===== config.mk =====
export PLATFORM = sky130hd
export DESIGN_NAME = pci_parity_guard
export DESIGN_NICKNAME = d
export VERILOG_FILES = /design/src/rtl/pci_par_pkg.sv /design/src/rtl/pci_par_tree.sv /design/src/rtl/pci_par_gen.sv /design/src/rtl/pci_par_chk.sv /design/src/rtl/pci_par_sts.sv /design/src/rtl/pci_parity_guard.sv
export SDC_FILE = /design/constraint.sdc
export NUM_CORES = 1
export LEC_CHECK = 0
export BUFFER_PORTS_ARGS = -buffer_cell sky130_fd_sc_hd__buf_4
export CAP_MARGIN = 15
export CORE_MARGIN = 10
export CORE_UTILIZATION = 39
export DETAILED_ROUTE_END_ITERATION = 10
export PLACE_DENSITY = 0.85
export RECOVER_POWER = 25
export SKIP_LAST_GASP = 1
export SYNTH_ARGS = -nofsm -noshare
export SYNTH_HDL_FRONTEND = slang
export SYNTH_HIERARCHICAL = 1
export SYNTH_SLANG_ARGS = --single-unit

===== constraint.sdc =====
create_clock -name clk -period 1.65 [get_ports clk]
set_input_delay 0.165 -clock clk [delete_from_list [all_inputs] [get_ports clk]]
set_output_delay 0.165 -clock clk [all_outputs]
set_load 0.01 [all_outputs]

===== src/rtl/pci_par_pkg.sv =====
package pci_par_pkg;

   localparam int STS_W        = 3;
   localparam int STS_DATA_ERR = 0;
   localparam int STS_ADDR_ERR = 1;
   localparam int STS_MST_ERR  = 2;

   typedef struct packed {
      logic addr;
      logic data;
      logic wr;
      logic mst;
   } phase_t;

endpackage


===== src/rtl/pci_par_tree.sv =====
module pci_par_tree #(
   parameter int W    = 36,
   parameter int LANE = 8,
   parameter bit TREE = 1'b1
) (
   input  logic [W-1:0] vec_i,
   output logic         par_o
);

   generate
      if (LANE < 1) begin : g_bad_lane
         $error("pci_par_tree: LANE must be at least 1");
      end

      if (TREE) begin : g_tree
         localparam int NL = (W + LANE - 1) / LANE;
         logic [NL-1:0] lane_par;
         for (genvar i = 0; i < NL; i++) begin : g_lane
            localparam int LO = i * LANE;
            localparam int HI = (LO + LANE > W) ? W - 1 : LO + LANE - 1;
            assign lane_par[i] = ^vec_i[HI:LO];
         end
         assign par_o = ^lane_par;
      end else begin : g_flat
         assign par_o = ^vec_i;
      end
   endgenerate

endmodule


===== src/rtl/pci_par_gen.sv =====
module pci_par_gen
   import pci_par_pkg::*;
#(
   parameter int W = 36
) (
   input  logic         clk,
   input  logic         rst_n,
   input  phase_t       ph_i,
   input  logic         bus_par_i,
   input  logic [W-1:0] bus_i,
   output logic         par_o,
   output logic         par_oe_o
);

   logic own;
   logic par_q;
   logic oe_q;

   always_comb begin
      if (ph_i.mst)
         own = ph_i.addr | (ph_i.data & ph_i.wr);
      else
         own = ph_i.data & ~ph_i.wr;
   end

   always_ff @(posedge clk or negedge rst_n) begin
      if (!rst_n) begin
         par_q <= 1'b0;
         oe_q  <= 1'b0;
      end else begin
         par_q <= bus_par_i;
         oe_q  <= own;
      end
   end

   assign par_o    = par_q;
   assign par_oe_o = oe_q;


   even_total_chk: assert property (@(posedge clk) disable iff (!rst_n)
      par_oe_o |-> ((^{$past(bus_i), par_o}) == 1'b0));


   oe_needs_phase_chk: assert property (@(posedge clk) disable iff (!rst_n)
      par_oe_o |-> $past(ph_i.addr | ph_i.data));

endmodule


===== src/rtl/pci_par_chk.sv =====
module pci_par_chk
   import pci_par_pkg::*;
(
   input  logic   clk,
   input  logic   rst_n,
   input  phase_t ph_i,
   input  logic   irdy_n_i,
   input  logic   trdy_n_i,
   input  logic   bus_par_i,
   input  logic   par_i,
   output logic   data_err_o,
   output logic   addr_err_o,
   output logic   mst_data_err_o,
   output logic   perr_n_o,
   output logic   serr_n_o
);

   logic xfer;
   logic chk_addr_d, chk_data_d;
   logic chk_addr_q, chk_data_q, chk_mst_q, exp_q;
   logic mism;
   logic perr_q, serr_q;

   assign xfer       = ph_i.data & ~irdy_n_i & ~trdy_n_i;
   assign chk_addr_d = ph_i.addr & ~ph_i.mst;
   assign chk_data_d = xfer & (ph_i.mst ? ~ph_i.wr : ph_i.wr);

   always_ff @(posedge clk or negedge rst_n) begin
      if (!rst_n) begin
         chk_addr_q <= 1'b0;
         chk_data_q <= 1'b0;
         chk_mst_q  <= 1'b0;
         exp_q      <= 1'b0;
      end else begin
         chk_addr_q <= chk_addr_d;
         chk_data_q <= chk_data_d;
         chk_mst_q  <= ph_i.mst;
         exp_q      <= bus_par_i;
      end
   end

   assign mism           = par_i ^ exp_q;
   assign data_err_o     = chk_data_q & mism;
   assign addr_err_o     = chk_addr_q & mism;
   assign mst_data_err_o = data_err_o & chk_mst_q;

   always_ff @(posedge clk or negedge rst_n) begin
      if (!rst_n) begin
         perr_q <= 1'b0;
         serr_q <= 1'b0;
      end else begin
         perr_q <= data_err_o;
         serr_q <= addr_err_o;
      end
   end

   assign perr_n_o = ~perr_q;
   assign serr_n_o = ~serr_q;


   perr_src_chk: assert property (@(posedge clk) disable iff (!rst_n)
      !perr_n_o |-> $past(chk_data_q));


   serr_src_chk: assert property (@(posedge clk) disable iff (!rst_n)
      !serr_n_o |-> $past(chk_addr_q));

endmodule


===== src/rtl/pci_par_sts.sv =====
module pci_par_sts
   import pci_par_pkg::*;
(
   input  logic             clk,
   input  logic             rst_n,
   input  logic             data_err_i,
   input  logic             addr_err_i,
   input  logic             mst_err_i,
   input  logic             burst_end_i,
   input  logic [STS_W-1:0] clr_i,
   output logic [STS_W-1:0] sts_o,
   output logic             halt_o
);

   logic [STS_W-1:0] set_v;
   logic [STS_W-1:0] sts_q, sts_d;
   logic             halt_q, halt_d;

   always_comb begin
      set_v               = '0;
      set_v[STS_DATA_ERR] = data_err_i;
      set_v[STS_ADDR_ERR] = addr_err_i;
      set_v[STS_MST_ERR]  = mst_err_i;
      sts_d               = (sts_q & ~clr_i) | set_v;
      halt_d              = sts_d[STS_MST_ERR] ? (halt_q | burst_end_i) : 1'b0;
   end

   always_ff @(posedge clk or negedge rst_n) begin
      if (!rst_n) begin
         sts_q  <= '0;
         halt_q <= 1'b0;
      end else begin
         sts_q  <= sts_d;
         halt_q <= halt_d;
      end
   end

   assign sts_o  = sts_q;
   assign halt_o = halt_q;


   sticky_hold_chk: assert property (@(posedge clk) disable iff (!rst_n)
      1'b1 |=> ((($past(sts_q) & ~$past(clr_i)) & ~sts_q) == '0));


   halt_needs_err_chk: assert property (@(posedge clk) disable iff (!rst_n)
      halt_o |-> sts_o[STS_MST_ERR]);


   halt_rise_chk: assert property (@(posedge clk) disable iff (!rst_n)
      $rose(halt_o) |-> $past(burst_end_i));

endmodule


===== src/rtl/pci_parity_guard.sv =====
module pci_parity_guard
   import pci_par_pkg::*;
#(
   parameter int AD_W     = 32,
   parameter int CBE_W    = 4,
   parameter bit TREE_XOR = 1'b1
) (
   input  logic             clk,
   input  logic             rst_n,
   input  logic [AD_W-1:0]  ad_i,
   input  logic [CBE_W-1:0] cbe_n_i,
   input  logic             par_i,
   input  logic             addr_ph_i,
   input  logic             data_ph_i,
   input  logic             write_i,
   input  logic             master_i,
   input  logic             irdy_n_i,
   input  logic             trdy_n_i,
   input  logic             perr_n_i,
   input  logic             burst_end_i,
   input  logic [STS_W-1:0] sts_clr_i,
   output logic             par_o,
   output logic             par_oe_o,
   output logic             perr_n_o,
   output logic             serr_n_o,
   output logic [STS_W-1:0] sts_o,
   output logic             halt_o
);

   localparam int BUS_W = AD_W + CBE_W;

   generate
      if (AD_W % 8 != 0) begin : g_bad_ad
         $error("pci_parity_guard: AD_W must be a multiple of 8");
      end
      if (CBE_W * 8 != AD_W) begin : g_bad_cbe
         $error("pci_parity_guard: CBE_W must be AD_W/8");
      end
   endgenerate

   phase_t           ph;
   logic [BUS_W-1:0] bus;
   logic             bus_par;
   logic             data_err, addr_err, mst_data_err, mst_report;

   assign ph.addr = addr_ph_i;
   assign ph.data = data_ph_i;
   assign ph.wr   = write_i;
   assign ph.mst  = master_i;
   assign bus     = {cbe_n_i, ad_i};

   pci_par_tree #(.W(BUS_W), .LANE(8), .TREE(TREE_XOR)) u_tree (
      .vec_i (bus),
      .par_o (bus_par)
   );

   pci_par_gen #(.W(BUS_W)) u_gen (
      .clk       (clk),
      .rst_n     (rst_n),
      .ph_i      (ph),
      .bus_par_i (bus_par),
      .bus_i     (bus),
      .par_o     (par_o),
      .par_oe_o  (par_oe_o)
   );

   pci_par_chk u_chk (
      .clk            (clk),
      .rst_n          (rst_n),
      .ph_i           (ph),
      .irdy_n_i       (irdy_n_i),
      .trdy_n_i       (trdy_n_i),
      .bus_par_i      (bus_par),
      .par_i          (par_i),
      .data_err_o     (data_err),
      .addr_err_o     (addr_err),
      .mst_data_err_o (mst_data_err),
      .perr_n_o       (perr_n_o),
      .serr_n_o       (serr_n_o)
   );

   assign mst_report = master_i & write_i & ~perr_n_i;

   pci_par_sts u_sts (
      .clk         (clk),
      .rst_n       (rst_n),
      .data_err_i  (data_err),
      .addr_err_i  (addr_err),
      .mst_err_i   (mst_data_err | mst_report),
      .burst_end_i (burst_end_i),
      .clr_i       (sts_clr_i),
      .sts_o       (sts_o),
      .halt_o      (halt_o)
   );


   report_sets_chk: assert property (@(posedge clk) disable iff (!rst_n)
      (master_i && write_i && !perr_n_i) |=> sts_o[STS_MST_ERR]);


   perr_flags_sts_chk: assert property (@(posedge clk) disable iff (!rst_n)
      !perr_n_o |-> sts_o[STS_DATA_ERR]);

endmodule


==> impl_metrics.ini <==
[worst_setup_path]
worstPathMaxFanout = 2
critPathSlowestCell = xnor3_1
crit_family = XOR/XNOR gates
worstPathRequired_ns = 1.82
setup.worst_path.class = in2reg
startpoint_type = primary input
path_cells = buf_4 > xnor2_1 > xnor2_1 > xnor2_1 > xnor3_1 > xnor2_1
path_buf_inv = 1
crit_path_end_kind = register
path_common_cell = xnor2_1
arrival_ns = 1.42
critPathMaxStageDelay_ns = 0.37

[clocking]
root_buffer = clkbuf_4
clock_latency_ns = 0.26
htreeDepth = 1
cts_buffers = 3
cts_resized = 0
post_cts.repair.setup_buffers = 0
clk_pin_slew_ns = 0.07
cts_tree = built
clk_path_buf_depth = 2
postCtsHoldBufs = 1
clock_sinks = 12

[finish]
instances_no_fill = 154
final_nets = 180
final_area_um2 = 1260
diodes = 0
nFillCells = 147
drive_gt1_share_pct = 48.8
area_growth_pct = 65.1
layout_common_cells = 55 x buf_4, 30 x xnor2_1, 12 x dfrtp_1
final_common_cell = buf_4

[timing]
hold_viol_final = 0
post-route-min-period_ns = 1.25
max_freq_mhz = 800
tightest_slew_ns = 0.601
rsz0062_at_grt = no
finalWorstSetupSlack_ns = 0.399
slew_viol_final = 0
relSlewSlack_pct = 59.9
skew_ns = 0.00261
setup_tns_ns = 0
setup_viol = 0
finalCritPeriodShare_pct = 75.8

[detailed_routing]
first_pass_iters = 4
vias_per_cell = 4.28
drtIter0Drc = 4
drtAntennaViolNets = 0
finalWirelength_mm = 2.10
wl_per_cell_um = 13.7
drc_errors = 0
num_vias = 659

[place]
place_area_um2 = 1220
hpwl_mm = 1.93
dp.cells = 149
gp_congestion = 0.685
io_buffers = 57
pre_cts_ws_ns = 0.155

[pwr]
power.total_mw = 1.09
p_per_area_nw_per_um2 = 863
p_leak_nw = 0.624
ir_drop_mv = 0.523

[job]
drv_cap = 0

[grt]
grt_antenna_before_repair = 0
grt_max_degree = 13
track_usage_pct = 10.7
overflow = 0
grt_pass1_wl_mm = 3.53
grt_pass1_vias = 793

[floorplan]
io_pins = 58
die_w_um = 64.3
coreArea_um2 = 1780
rows = 15
die_area_um2 = 4130
start_util_pct = 42.9
die_h_um = 64.3

[logic_synthesis]
synth_area_leader_cell = dfrtp_1
syn_nets = 117
syn_area_um2 = 764
ys_seq_area_share_pct = 39.3
syn-instance-count = 67
ys_ff_latch = 12
synth_top_area_share_pct = 39.3
synth_warnings = 6
avgSynthCellArea_um2 = 11.4
ys_top_cells_by_area = dfrtp_1 39%, xnor2_1 34%, xor2_1 5.7%, xnor3_1 2.9%, a21o_1 2.0%
ys_types = 18

[status]
status = completed

[worst_hold_path]
min_path_type = in2reg
==> power by group <==
group	leakage (nW)	internal [mW]	switching, mW
Sequential	0.154	0.351	0.0191
Combinational	0.449	0.303	0.193
Clock	0.0210	0.134	0.0907
==> stage by stage <==
step	hold slack, ns	utilization (%)
after detailed placement	0.00618	68.6
final	0.0474	70.8
after global routing	0.0288	70.8
after CTS	0.0386	71.2
after floorplan	-0.131	-
after global placement	0.00439	68.6
==> final cells by class <==
type	instances	area, µm²	area share, %
clock buffers	4	36.3	2.87
inverters	4	15.0	1.19
multi-input cells	51	449	35.6
flip-flops and latches	12	300	23.8
well taps	25	31.3	2.48
repair buffers	58	430	34.1
==> flip-flops by register name (all words and copies together) (netlist names) <==
name,cells
u_chk/serr_q,1
u_chk/chk_addr_q,1
u_gen/par_oe_o,1
u_sts/sts_o,3
u_sts/halt_o,1
u_chk/perr_q,1
u_chk/chk_data_q,1
u_chk/exp_q,1
u_gen/par_o,1
u_chk/chk_mst_q,1
==> path summary, 6_finish.rpt <==
check / start / to / slack (ns) / cells after the start
max: ad_i[9] / u_chk/exp_q / 0.40 / 6
min: irdy_n_i / u_chk/chk_data_q / 0.05 / 2
max reg2reg: u_chk/exp_q / u_sts/sts_o[2] / 0.43 / 4
min reg2reg: u_chk/chk_addr_q / u_chk/serr_q / 0.48 / 1
max in group asynchronous: rst_n / u_sts/sts_o[1] / 0.85 / 2
min in group asynchronous: rst_n / u_chk/perr_q / 0.41 / 2
==> cells in the mapped netlist, drive strengths merged <==
cell type and count:
o21bai 1, or2 1, a21o 2, and3 1, nor2b 1, and2 2, xor2 5, dfrtp 12
mux2i 1, xnor3 1, nand2 1, xnor2 30, nor4b 1, inv 4, nand2b 1, a21oi 1
and2b 1, o22a 1
==> routing by layer <==
layer	global-route usage (%)	wire (µm)
met1	8.02	604
met3	2.96	161
met5	0	0
met2	22.8	1320
met4	5.61	21
==> logic make-up after synthesis <==
| kind of cell | share of synthesized area [%] |
|---|---|
| and+or+nand+nor | 9.49 |
| muxes | 1.31 |
| xor gates and xnor gates | 43.0 |
| AOI/OAI and AO/OA | 4.91 |
| DFF | 39.3 |
| buffers and inverters | 1.96 |
Power figures use the tool's default switching activity.
